### src/rtl/scb_pkg.sv
package scb_pkg;
  typedef enum logic [2:0] {
    S_IDLE,
    S_CAP_HI,
    S_CAP_WR,
    S_GAP,
    S_RD_ADDR,
    S_RD_WAIT,
    S_RD_STB,
    S_RD_REL
  } scb_state_e;
endpackage

### src/rtl/scb_addr_ctr.sv
module scb_addr_ctr #(
  parameter int ADDR_W = 15
) (
  input  logic              clk_i,
  input  logic              rst_ni,
  input  logic              clr_i,
  input  logic              inc_i,
  output logic [ADDR_W-1:0] addr_o,
  output logic              last_o
);
  logic [ADDR_W-1:0] addr_q;

  always_ff @(posedge clk_i or negedge rst_ni) begin
    if (!rst_ni)     addr_q <= '0;
    else if (clr_i)  addr_q <= '0;
    else if (inc_i)  addr_q <= addr_q + 1'b1;  // wraps at the top
  end

  assign addr_o = addr_q;
  assign last_o = &addr_q;
endmodule

### src/rtl/scb_seq.sv
module scb_seq
  import scb_pkg::*;
#(
  parameter int STB_CYC = 2
) (
  input  logic       clk_i,
  input  logic       rst_ni,
  input  logic       start_i,
  input  logic       clear_i,
  input  logic       txe_ni,
  input  logic       last_i,
  output scb_state_e state_o,
  output logic       inc_o,
  output logic       load_o,
  output logic       done_o
);
  localparam int STB_W = (STB_CYC > 2) ? $clog2(STB_CYC) : 1;
  localparam logic [STB_W-1:0] STB_LAST = STB_W'(STB_CYC - 1);

  scb_state_e       state_q, state_d;
  logic [STB_W-1:0] stb_q, stb_d;
  logic             done_q, done_d;

  always_comb begin
    state_d = state_q;
    stb_d   = stb_q;
    done_d  = done_q;
    inc_o   = 1'b0;
    load_o  = 1'b0;
    unique case (state_q)
      S_IDLE: if (start_i) begin
        state_d = S_CAP_HI;
        done_d  = 1'b0;
      end
      S_CAP_HI: state_d = S_CAP_WR;
      S_CAP_WR: begin
        inc_o   = 1'b1;
        state_d = last_i ? S_GAP : S_CAP_HI;
      end
      S_GAP: state_d = S_RD_ADDR;
      S_RD_ADDR: begin
        load_o  = 1'b1;
        state_d = S_RD_WAIT;
      end
      S_RD_WAIT: if (!txe_ni) begin
        state_d = S_RD_STB;
        stb_d   = '0;
      end
      S_RD_STB: begin
        if (stb_q == STB_LAST) state_d = S_RD_REL;
        else                   stb_d   = stb_q + 1'b1;
      end
      S_RD_REL: begin
        inc_o = 1'b1;
        if (last_i) begin
          state_d = S_IDLE;
          done_d  = 1'b1;
        end else begin
          state_d = S_RD_ADDR;
        end
      end
      default: state_d = S_IDLE;
    endcase
    if (clear_i) begin
      state_d = S_IDLE;
      done_d  = 1'b0;
      inc_o   = 1'b0;
      load_o  = 1'b0;
    end
  end

  always_ff @(posedge clk_i or negedge rst_ni) begin
    if (!rst_ni) begin
      state_q <= S_IDLE;
      stb_q   <= '0;
      done_q  <= 1'b0;
    end else begin
      state_q <= state_d;
      stb_q   <= stb_d;
      done_q  <= done_d;
    end
  end

  assign state_o = state_q;
  assign done_o  = done_q;
endmodule

### src/rtl/capture_buf_ctrl.sv
module capture_buf_ctrl
  import scb_pkg::*;
#(
  parameter int ADDR_W  = 15,
  parameter int DATA_W  = 8,
  parameter int STB_CYC = 2
) (
  input  logic              clk_i,
  input  logic              rst_ni,
  input  logic              start_i,
  input  logic              clear_i,
  output logic              adc_clk_o,
  output logic              adc_oe_no,
  output logic [ADDR_W-1:0] sram_addr_o,
  output logic              sram_we_no,
  output logic              sram_oe_no,
  input  logic [DATA_W-1:0] sram_data_i,
  input  logic              usb_txe_ni,
  output logic              usb_wr_o,
  output logic [DATA_W-1:0] usb_data_o,
  output logic              busy_o,
  output logic              done_o
);
  scb_state_e        state;
  logic              inc, load, last;
  logic [DATA_W-1:0] data_q;

  scb_addr_ctr #(.ADDR_W(ADDR_W)) u_addr (
    .clk_i  (clk_i),
    .rst_ni (rst_ni),
    .clr_i  (clear_i),
    .inc_i  (inc),
    .addr_o (sram_addr_o),
    .last_o (last)
  );

  scb_seq #(.STB_CYC(STB_CYC)) u_seq (
    .clk_i   (clk_i),
    .rst_ni  (rst_ni),
    .start_i (start_i),
    .clear_i (clear_i),
    .txe_ni  (usb_txe_ni),
    .last_i  (last),
    .state_o (state),
    .inc_o   (inc),
    .load_o  (load),
    .done_o  (done_o)
  );

  // byte held for the USB FIFO across wait, strobe and release
  always_ff @(posedge clk_i or negedge rst_ni) begin
    if (!rst_ni)      data_q <= '0;
    else if (clear_i) data_q <= '0;
    else if (load)    data_q <= sram_data_i;
  end

  assign adc_clk_o  = (state == S_CAP_HI);
  assign adc_oe_no  = !((state == S_CAP_HI) || (state == S_CAP_WR));
  assign sram_we_no = (state != S_CAP_WR);
  assign sram_oe_no = !((state == S_RD_ADDR) || (state == S_RD_WAIT) ||
                        (state == S_RD_STB)  || (state == S_RD_REL));
  assign usb_wr_o   = (state == S_RD_STB);
  assign usb_data_o = data_q;
  assign busy_o     = (state != S_IDLE);
endmodule

### config.mk
export PLATFORM = sky130hd
export DESIGN_NAME = capture_buf_ctrl
export DESIGN_NICKNAME = d
export VERILOG_FILES = /design/src/rtl/scb_pkg.sv /design/src/rtl/scb_addr_ctr.sv /design/src/rtl/scb_seq.sv /design/src/rtl/capture_buf_ctrl.sv
export SDC_FILE = /design/constraint.sdc
export NUM_CORES = 1
export LEC_CHECK = 0
export ABC_CLOCK_PERIOD_IN_PS = 1720
export BUFFER_PORTS_ARGS = -buffer_cell sky130_fd_sc_hd__buf_2
export CORE_ASPECT_RATIO = 1.2
export CORE_UTILIZATION = 45
export CTS_CLUSTER_DIAMETER = 50
export DETAILED_ROUTE_END_ITERATION = 8
export PLACE_DENSITY_LB_ADDON = 0.3
export SYNTH_ARGS = -nofsm -noshare
export SYNTH_HDL_FRONTEND = slang
export SYNTH_SLANG_ARGS = --single-unit
### constraint.sdc
create_clock -name clk_i -period 1.72 [get_ports clk_i]
set_input_delay 0.172 -clock clk_i [delete_from_list [all_inputs] [get_ports clk_i]]
set_output_delay 0.172 -clock clk_i [all_outputs]
set_load 0.02 [all_outputs]
* After elaboration in Yosys (flattened, before gate mapping)
Cells that the tools add are included.
Widths: inputs -> output; s select.
** Storage, ports and cells
- Bits in registers :: 28
- Input port bits :: 13
- Word-level logic and storage cells :: 59
- Output and inout port bits :: 30
** Cells by class
- Multiplexer cells :: 22
- $add $sub $neg :: 2
- Eq/ne operators :: 13
- Reduce and logical (&&, ||, !) cells :: 17
** Operators with widths (count)
- $mux 15 :: 2
- $pmux 3 s8 :: 1
- $mux 8 :: 2
- $add 15x1->15 const B :: 1
- $mux 3 :: 5
- $reduce_and 15->1 :: 1
- $eq 3x3->1 const B :: 4
- $mux 1 :: 9
- $ne 3x2->1 const B :: 3
- $eq 3x2->1 const B :: 2
- $ne 3x3->1 const B :: 2
- $reduce_and 3->1 :: 2
- $reduce_bool 2->1 :: 3
- $reduce_bool 3->1 :: 2
- $logic_or 1x1->1 :: 4
- $pmux 1 s2 :: 2
- $eq 3x1->1 const B :: 1
- $logic_not 3->1 :: 1
- $logic_not 1->1 :: 2
- $mux 2 :: 1
- $ne 2x2->1 const B :: 1
- $reduce_and 2->1 :: 1
- $reduce_or 2->1 :: 1
- $add 1x1->1 const B :: 1

* Logic depth before layout (Yosys ltp)
Gate-level depths: netlist of run 1.
- Word-level depth :: 6
- Depth in mapped cells :: 5
- Mapped depth without buffers :: 5

* Hierarchy
A second synthesis of run 1 with hierarchy kept.
** Second synthesis, totals
- Cell total of the unflattened synthesis :: 146
- Area, all modules :: 1505.2 um2
** By module, submodules not included
- scb_addr_ctr :: cells an instance 82, sequential area each 375.4 um2, instances 1, area each 829.5 um2
- capture_buf_ctrl :: cells an instance 33, sequential area each 200.2 um2, instances 1, area each 370.4 um2
- scb_seq :: cells an instance 31, sequential area each 125.1 um2, instances 1, area each 305.3 um2

* Worst setup path after synthesis of run 1
OpenSTA, ideal clock, no wires.
- Kind :: reg2reg
- From :: register u_addr.addr_q[3], in the netlist u_addr.addr_o[3]
- To :: register u_seq.state_q[2], in the netlist u_seq.state_o[2]
- Clock period less this slack :: 1.659 ns
- Path buffers :: 0
- Required time :: 1.601 ns
- Arrival :: 1.540 ns
- Library setup time :: 0.119 ns
- Setup slack :: 0.061 ns
- Cell stages (with the launch flop) :: 5
- Cell sequence :: dfrtp_1 -> and4_1 -> nand2_2 -> or4_1 -> and2_1
** On the way
- Word-level cells in the longest chain between the ends :: 4
** RTL lines
- from (decl) :: RTL line scb_addr_ctr.sv:11 : logic [ADDR_W-1:0] addr_q;
- from (signal assigned) :: RTL line scb_addr_ctr.sv:16 : else if (inc_i) addr_q <= addr_q + 1'b1;
- $reduce_and 15->1 :: RTL line scb_addr_ctr.sv:20 : assign last_o = &addr_q;
- $mux 3 :: RTL line scb_seq.sv:55 : if (last_i) begin
- $pmux 3 s8 :: RTL line scb_seq.sv:30 : unique case (state_q)
- $mux 3 :: RTL line scb_seq.sv:64 : if (clear_i) begin
- to (signal assigned) :: RTL line scb_seq.sv:78 : state_q <= state_d;
- to (decl) :: RTL line scb_seq.sv:20 : scb_state_e state_q, state_d;
No other way between the ends.
A chain may end at the register's enable or synchronous reset.

* Worst setup path in the final report of run 1
- From :: register u_seq.state_q[1], in the netlist u_seq.state_o[1]
- To :: output port busy_o
** On the way
- Word-level cells in the longest chain between the ends :: 1
** RTL lines
- $reduce_bool 3->1 :: RTL line capture_buf_ctrl.sv:64 : assign busy_o = (state != S_IDLE);
- to (decl) :: RTL line capture_buf_ctrl.sv:21 : output logic busy_o,
No other way between the ends.

==> reports/results.ini, run 1 <==
[job]
max-cap-violations=0

[layout]
area_growth_pct=26.1
final_area_um2=1790
drive_gt1_frac=0.335
diodes=0
fin_nets=212

[sta]
tightest_slew_ns=0.623
period_minus_slack_ns=1.68
drv_slew=0
skew_ns=0.00331
fmax_mhz=595
setup_viol=0
maxSlewHeadroom=0.584
finalWorstSetupSlack_ns=0.0385
hold_viol=0
fin_crit_sh=0.978

[logic_synthesis]
synth.most_common_cell=dfrtp_1
seq_area_frac_synth=0.493
synth-edff-count=0
synthTopCellsByCount=dfrtp_1, nor2_1, a21oi_1
yosysWarnings=0
synthDistinctLibCells=33
synth-seq-cells=28
synth_top_flop_cell=dfrtp_1
synth_top_area_cell=dfrtp_1
synth_nets=160
avgSynthCellArea_um2=9.74
syn_area_um2=1420
synthArstFlopShare=1.00
synth_area_leaders=dfrtp_1, mux2i_1, nor2_1
synth.top_cell.area_share=0.493
syn_inst=146

[floorplanning]
chipWidth_um=53.3
start_util=0.470
io_pins=43
rows=22
dieArea_um2=3390
die_h_um=63.6
core_um2=3030

[clock_tree]
cts_buffer_depth=2
cts_tree=done
root_buffer=clkbuf_4
path_clk_slew_ns=0.15
cts_sinks=28
numCtsBuffers=3
clk_latency_ns=0.33
cts_max_level=1

[placed_design]
dpl.hpwl_um=2450
place.gp.congestion=0.807
placedInstanceArea_um2=1720
io_buffer_count=42
post-place-ws_ns=0.0589

[pwr]
total_power_w=0.00116
ir_worst_vdd_v=0.000568
power_density_nw_per_um2=645
leakage_nw=0.860

[grt]
first_global_vias=1232
track_usage=0.213
busiest_layer=met2
gr-usage-met3=0.0242
grtUsageMet2=0.373
grt_max_degree=29
use_met1=0.259
grt_pass1_wl_um=5380
antenna_found_initial=0
grt_overflow=0

[setup_path]
endpoint_kind=output pin
worst_ep_required_time_ns=1.55
path_max_fanout=10
crit_type=register to output pin
cp-start-kind=register
arrival_ns=1.51
rrSetupSlack_ns=0.08

[drt]
drtIter0Drc=21
viasPerCell=5.39
routedWlPerCell_um=14.1
drc_errors=0
antenna_left=0
dr_total_vias=1255
wl_um=3290
drt_first_pass_iters=4

[min_path]
hold_class=input port to register

[status]
status=completed

==> cells by family (layout without fill, tap and decap cells) <==
family,Yosys count,after routing,share of synthesized area
simple gates,67,67,0.252
flops,28,28,0.493
compound gates,21,21,0.0792
xor+xnor,10,10,0.0748
buf+inv,10,61,0.0281
mux,9,9,0.0642
fa+ha+maj,1,1,0.00879
==> registers in the layout, indices dropped and copies added, names as in the netlist <==
name           cells
u_seq.stb_q        1
u_seq.done_o       1
usb_data_o         8
u_seq.state_o      3
u_addr.addr_o     15
==> cell usage in the layout, fill, tap and decap left out, types with 5 or more instances in the layout <==
cell / n
mux2i_1: 8
buf_2: 41
buf_4: 11
dfrtp_1: 26
xor2_1: 6
nor2_1: 20
a21oi_1: 11
o21ai_1: 5
nand3_1: 8
nand2_1: 8
==> power by group <==
part / switching (W) / internal, W
Sequential: 0.00000812 / 0.000668
Combinational: 0.0000949 / 0.0000618
Clock: 0.000195 / 0.000130
==> through the flow <==
stage          utilization  cells  setup TNS (ns)  hold WS, ns
2_1_floorplan            -    146               0       -0.124
3_3_place_gp         0.568    227               0        0.219
3_5_place_dp         0.568    227               0        0.232
4_1_cts              0.586    233               0       0.0747
5_1_grt              0.593    233        -0.00250       0.0819
6_report             0.593    233               0       0.0812
==> critical path, stage by stage, from the launching register on <==
cell and delay, ns:
dfrtp_2 0.47, buf_4 0.18, or3_4 0.37, buf_4 0.17
==> worst paths after layout <==
| check | startpoint | end | cells after the start |
|---|---|---|---|
| max | u_seq.state_o[1] | busy_o | 3 |
| min | sram_data_i[5] | usb_data_o[5] | 3 |
| max in group asynchronous | rst_ni | u_seq.state_o[1] | 2 |
| min in group asynchronous | rst_ni | u_seq.stb_q | 2 |
| max reg2reg | u_seq.state_o[0] | u_addr.addr_o[11] | 5 |
| min reg2reg | usb_data_o[0] | usb_data_o[0] | 2 |
==> final cells by class <==
| type | count | area (um2) |
|---|---|---|
| Multi-Input combinational cell | 108 | 697 |
| Clock buffer | 4 | 36.3 |
| Fill cell | 285 | 1230 |
| Sequential cell | 28 | 703 |
| Inverter | 4 | 15.0 |
| Timing Repair Buffer | 53 | 298 |
| Tap cell | 36 | 45.0 |
==> metal layers <==
layer | part of all wire | wire (um)
met1 | 0.43 | 1400
met2 | 0.52 | 1710
met3 | 0.043 | 142
met4 | 0.010 | 34
met5 | 0 | 0
==> repair_timing <==
| item | 4_1_cts | 5_1_grt |
|---|---|---|
| setup endpoints to repair | 1 | 5 |
| resized for setup | 1 | 5 |
| hold buffers | 1 | 0 |
| endpoints found under the hold margin | 28 | 0 |
| pin swaps | 0 | 1 |
| setup buffers | 1 | 0 |
Note: power is estimated with default switching activity, not from simulation.
==> inputs of run 2 (changes only) <==
ABC_CLOCK_PERIOD_IN_PS = unset   (was 1720)
CORE_UTILIZATION = 40   (was 45)
==> run 2 against run 1 <==
Against the previous run:
- non-clock buffer count down 1
- global-route usage down 3.2 points
- critical path depth is 1 higher
- die area up 12%
- largest power group unchanged
- wire length fell by 4.9%
- final cell count unchanged
- worst hold slack improved by 0.054 ns
- worst setup slack gained 0.052 ns
- power is 6.5% higher
- core utilization is 5.7 points lower
==> reports/results.ini, run 2 (synthesis results as in run 1) <==
[floorplanning]
die_h_um=67.3
core_um2=3370
io_pins=43
start_util=0.423
dieArea_um2=3800
rows=23
chipWidth_um=56.4

[clock_tree]
root_buffer=clkbuf_8
cts_max_level=1
cts_tree=done
cts_sinks=28
cts_setup_buffers=0
path_clk_slew_ns=0.09
numCtsBuffers=3
clk_latency_ns=0.27
cts_buffer_depth=2

[sta]
whs_ns=0.135
fin_crit_sh=0.947
tightest_slew_ns=0.643
drv_slew=0
hold_viol=0
fmax_mhz=614
maxSlewHeadroom=0.571
period_minus_slack_ns=1.63
skew_ns=0.00180
finalWorstSetupSlack_ns=0.0903
setup_viol=0

[layout]
mostFrequentLayoutCells=buf_2, dfrtp_1, nor2_1
fillers=321
area_growth_pct=26.7
final_common_cell=buf_2
diodes=0
largest_reg_flops=15
drive_gt1_frac=0.327
fin_nets=211

[setup_path]
worst_ep_required_time_ns=1.89
cp-start-kind=register
arrival_ns=1.80
path_max_fanout=7
crit_type=register to register
endpoint_kind=register

[pwr]
power_density_nw_per_um2=683
leakage_nw=0.865
ir_worst_vdd_v=0.000534

[drt]
drc_errors=0
dr_total_vias=1234
wl_um=3130
routedWlPerCell_um=13.4
viasPerCell=5.30
drtIter0Drc=31
antenna_left=0
drt_first_pass_iters=4

[grt]
first_global_vias=1290
antenna_found_initial=0
grt_pass1_wl_um=5440
grt_max_degree=29
track_usage=0.180
grt_overflow=0

[job]
max-cap-violations=0

[min_path]
hold_class=input port to register

[placed_design]
io_buffer_count=42
post-place-ws_ns=0.0481
place.gp.congestion=0.806
dpl.hpwl_um=2370

[status]
status=completed

run 2: final timing paths:
check / startpoint / end / slack [ns] / cells after the start
min in group asynchronous: rst_ni / u_seq.stb_q / 0.44 / 2
max in group asynchronous: rst_ni / u_seq.state_o[0] / 0.82 / 2
setup / recovery: u_addr.addr_o[4] / u_seq.state_o[2] / 0.09 / 4
setup reg to reg: u_addr.addr_o[4] / u_seq.state_o[2] / 0.09 / 4
hold / removal: sram_data_i[6] / usb_data_o[6] / 0.13 / 3
hold reg to reg: usb_data_o[4] / usb_data_o[4] / 0.52 / 2
run 2: worst max-delay path: stages, from the launching register on:
cell	delay (ns)
dfrtp_1	0.42
and4_2	0.30
nand2_2	0.13
or4_1	0.54
and2_1	0.15
run 2: where the power goes:
group | total (W) | internal (W) | switching [W]
clock | 0.000406 | 0.000205 | 0.000201
sequential | 0.000677 | 0.000667 | 0.0000105
combinational | 0.000148 | 0.0000576 | 0.0000907
run 2: what timing repair did:
item,4_1_cts,5_1_grt
gates resized for setup,0,5
setup endpoints to repair,0,4
endpoints found under the hold margin,28,0
hold buffers,1,0
run 2: layout make-up:
cell class | instances | area [um2] | area share
timing repair buffer | 52 | 292 | 0.162
multi-input combinational | 108 | 693 | 0.384
clock buffer | 4 | 55.1 | 0.0305
sequential | 28 | 702 | 0.389
tap | 37 | 46.3 | 0.0257
inverter | 4 | 15.0 | 0.00833
run 2: metrics by stage:
step           total power, W  instance area, um2    TNS, ns  std cells   util
6_report              0.00123                1800          0        233  0.535
5_1_grt               0.00129                1800  -0.000801        233  0.535
4_1_cts               0.00125                1790          0        233  0.531
3_5_place_dp         0.000836                1720          0        228  0.511
3_3_place_gp         0.000830                1720          0        228  0.511
2_1_floorplan        0.000772                1420          0        146      -
run 2: per-layer routing:
layer,up-vias,global-route usage,share of wire
met5,-,0,0
met4,0,0.0762,0.012
met3,4,0.0172,0.042
met2,35,0.334,0.52
met1,588,0.214,0.42
li1,607,-,-
==> inputs of run 3 (changes only) <==
ABC_AREA = 1   (was unset)
CORE_MARGIN = 3   (was unset)
==> run 3 against run 2 <==
Against the previous run:
- register-to-register slack improved by 0.13 ns
- power increased by 6.3%
- core utilization shrank 1.8 points
- largest power group unchanged
- highest routed layer unchanged
==> reports/results.ini, run 3 <==
[floorplanning]
start_util=0.425
die_h_um=74.6
io_pins=43
chipWidth_um=63.2
core_um2=3690
dieArea_um2=4710
rows=24

[layout]
drive_gt1_frac=0.216
area_growth_pct=21.8
final_cells=316
fin_util=0.518
largest_reg_flops=15
ff_latch_area_um2=701
final_common_cell=nand2_1
fillers=370
fin_nets=279
mostFrequentLayoutCells=nand2_1, buf_2, inv_1
diodes=0
multiInputGateArea_um2=717

[clock_tree]
path_clk_slew_ns=0.09
root_buffer=clkbuf_8
cts_buffer_depth=2
cts_max_level=1
cts_setup_buffers=0
cts_tree=done
numCtsBuffers=3
clk_latency_ns=0.28
cts_sinks=28

[drt]
drt_first_pass_iters=4
antenna_left=0
drc_errors=0
routedWlPerCell_um=11.3
wl_um=3580
drtIter0Drc=118
viasPerCell=4.84
dr_total_vias=1531

[logic_synthesis]
avgSynthCellArea_um2=7.20
synthDistinctLibCells=19
syn_area_um2=1570
seq_area_frac_synth=0.447
synth.top_cell.area_share=0.447
synth_top_flop_cell=dfrtp_1
synthArstFlopShare=1.00
synth.most_common_cell=nand2_1
synth_area_leaders=dfrtp_1, nand2_1, nand3_1
yosysWarnings=0
synthTopCellsByCount=nand2_1, inv_1, dfrtp_1
synth_nets=232
synth_top_area_cell=dfrtp_1
synth-seq-cells=28
syn_inst=218
synth-edff-count=0

[sta]
rsz0062_at_grt=no
skew_ns=0.00905
tightest_slew_ns=0.625
finalSetupTns_ns=0
maxSlewHeadroom=0.583
setup_viol=0
fin_crit_sh=0.890
drv_slew=0
period_minus_slack_ns=1.53
fmax_mhz=653
hold_viol=0

[setup_path]
cp-start-kind=register
endpoint_kind=output pin
crit_path_cell_trace=inv_1, nand2_1, nor2_1, buf_2
critPathSlowestCell=dfrtp_1
path_max_fanout=5
critPathMaxStageDelay_ns=0.43
arrival_ns=1.36
crit_type=register to output pin
worst_ep_required_time_ns=1.55

[grt]
first_global_vias=1482
track_usage=0.165
grt_pass1_wl_um=6380
antenna_found_initial=0
grt_max_degree=29
grt_overflow=0

[pwr]
leakage_nw=1.03
ir_worst_vdd_v=0.000303
total_power_w=0.00131
power_density_nw_per_um2=685

[status]
status=completed

[placed_design]
place.gp.congestion=0.741
dpl.hpwl_um=2660
io_buffer_count=42
placed_cells=311

[job]
max-cap-violations=0

[min_path]
hold_class=input port to register

-- run 3: cell count changes after synthesis, sizes merged, moves of 5 or more --
cell / previous run / this run
xor2: 6 / 0
o21ai: 7 / 17
inv: 4 / 35
mux2i: 8 / 0
nand3: 8 / 29
or3: 5 / 0
nor2: 21 / 31
nand2: 9 / 54
-- run 3: cells by family after synthesis --
logic type,synth area share
adder cells (fa/ha/maj),0.00797
buffers and inverters,0.0997
flip-flops,0.447
AND/OR/NAND/NOR,0.369
AO/OA/AOI/OAI,0.0766
-- run 3: layer usage --
metal,track usage,wire length [um]
met1,0.200,1610
met4,0.0360,34
met2,0.313,1780
met5,0,0
met3,0.0284,160
-- run 3: area by class of cell --
type,instances,area share
Clock buffer,4,0.0288
Inverter,35,0.0687
Multi-Input combinational cell,151,0.375
Sequential cell,28,0.366
Tap cell,52,0.0340
Timing Repair Buffer,46,0.127
-- run 3: final timing paths --
path | startpoint | end | slack (ns) | depth (start not counted)
max | u_seq.state_o[0] | usb_wr_o | 0.19 | 4
min | clear_i | u_seq.done_o | 0.08 | 2
max reg2reg | u_addr.addr_o[1] | u_addr.addr_o[8] | 0.22 | 8
min reg2reg | usb_data_o[2] | usb_data_o[2] | 0.52 | 2
max in group asynchronous | rst_ni | usb_data_o[2] | 0.87 | 2
min in group asynchronous | rst_ni | u_addr.addr_o[9] | 0.44 | 2
-- run 3: power breakdown --
group / switching (W) / internal, W
Combinational: 0.000134 / 0.0000652
Sequential: 0.0000210 / 0.000679
Clock: 0.000205 / 0.000205
-- run 3: metrics by stage --
stage | cell area, um2 | setup WS, ns | hold WS, ns
global route | 1910 | 0.0315 | 0.0917
detailed placement | 1840 | 0.212 | 0.230
floorplan | 1570 | 0.161 | -0.124
CTS | 1910 | 0.185 | 0.0876
finish | 1910 | 0.189 | 0.0836
global placement | 1840 | 0.257 | 0.237
-- run 3: timing repair --
action / in CTS / in global routing
endpoints found under the setup margin: 0 / 4
hold endpoints to repair: 28 / 0
hold buffers: 1 / 0
resized for setup: 0 / 1
-- run 3: worst max-delay path, delay by kind of cell (launching register included) --
family,cells,cell delay (ns)
buffers and inverters,2,0.36
and+or+nand+nor,2,0.30
DFF,1,0.43
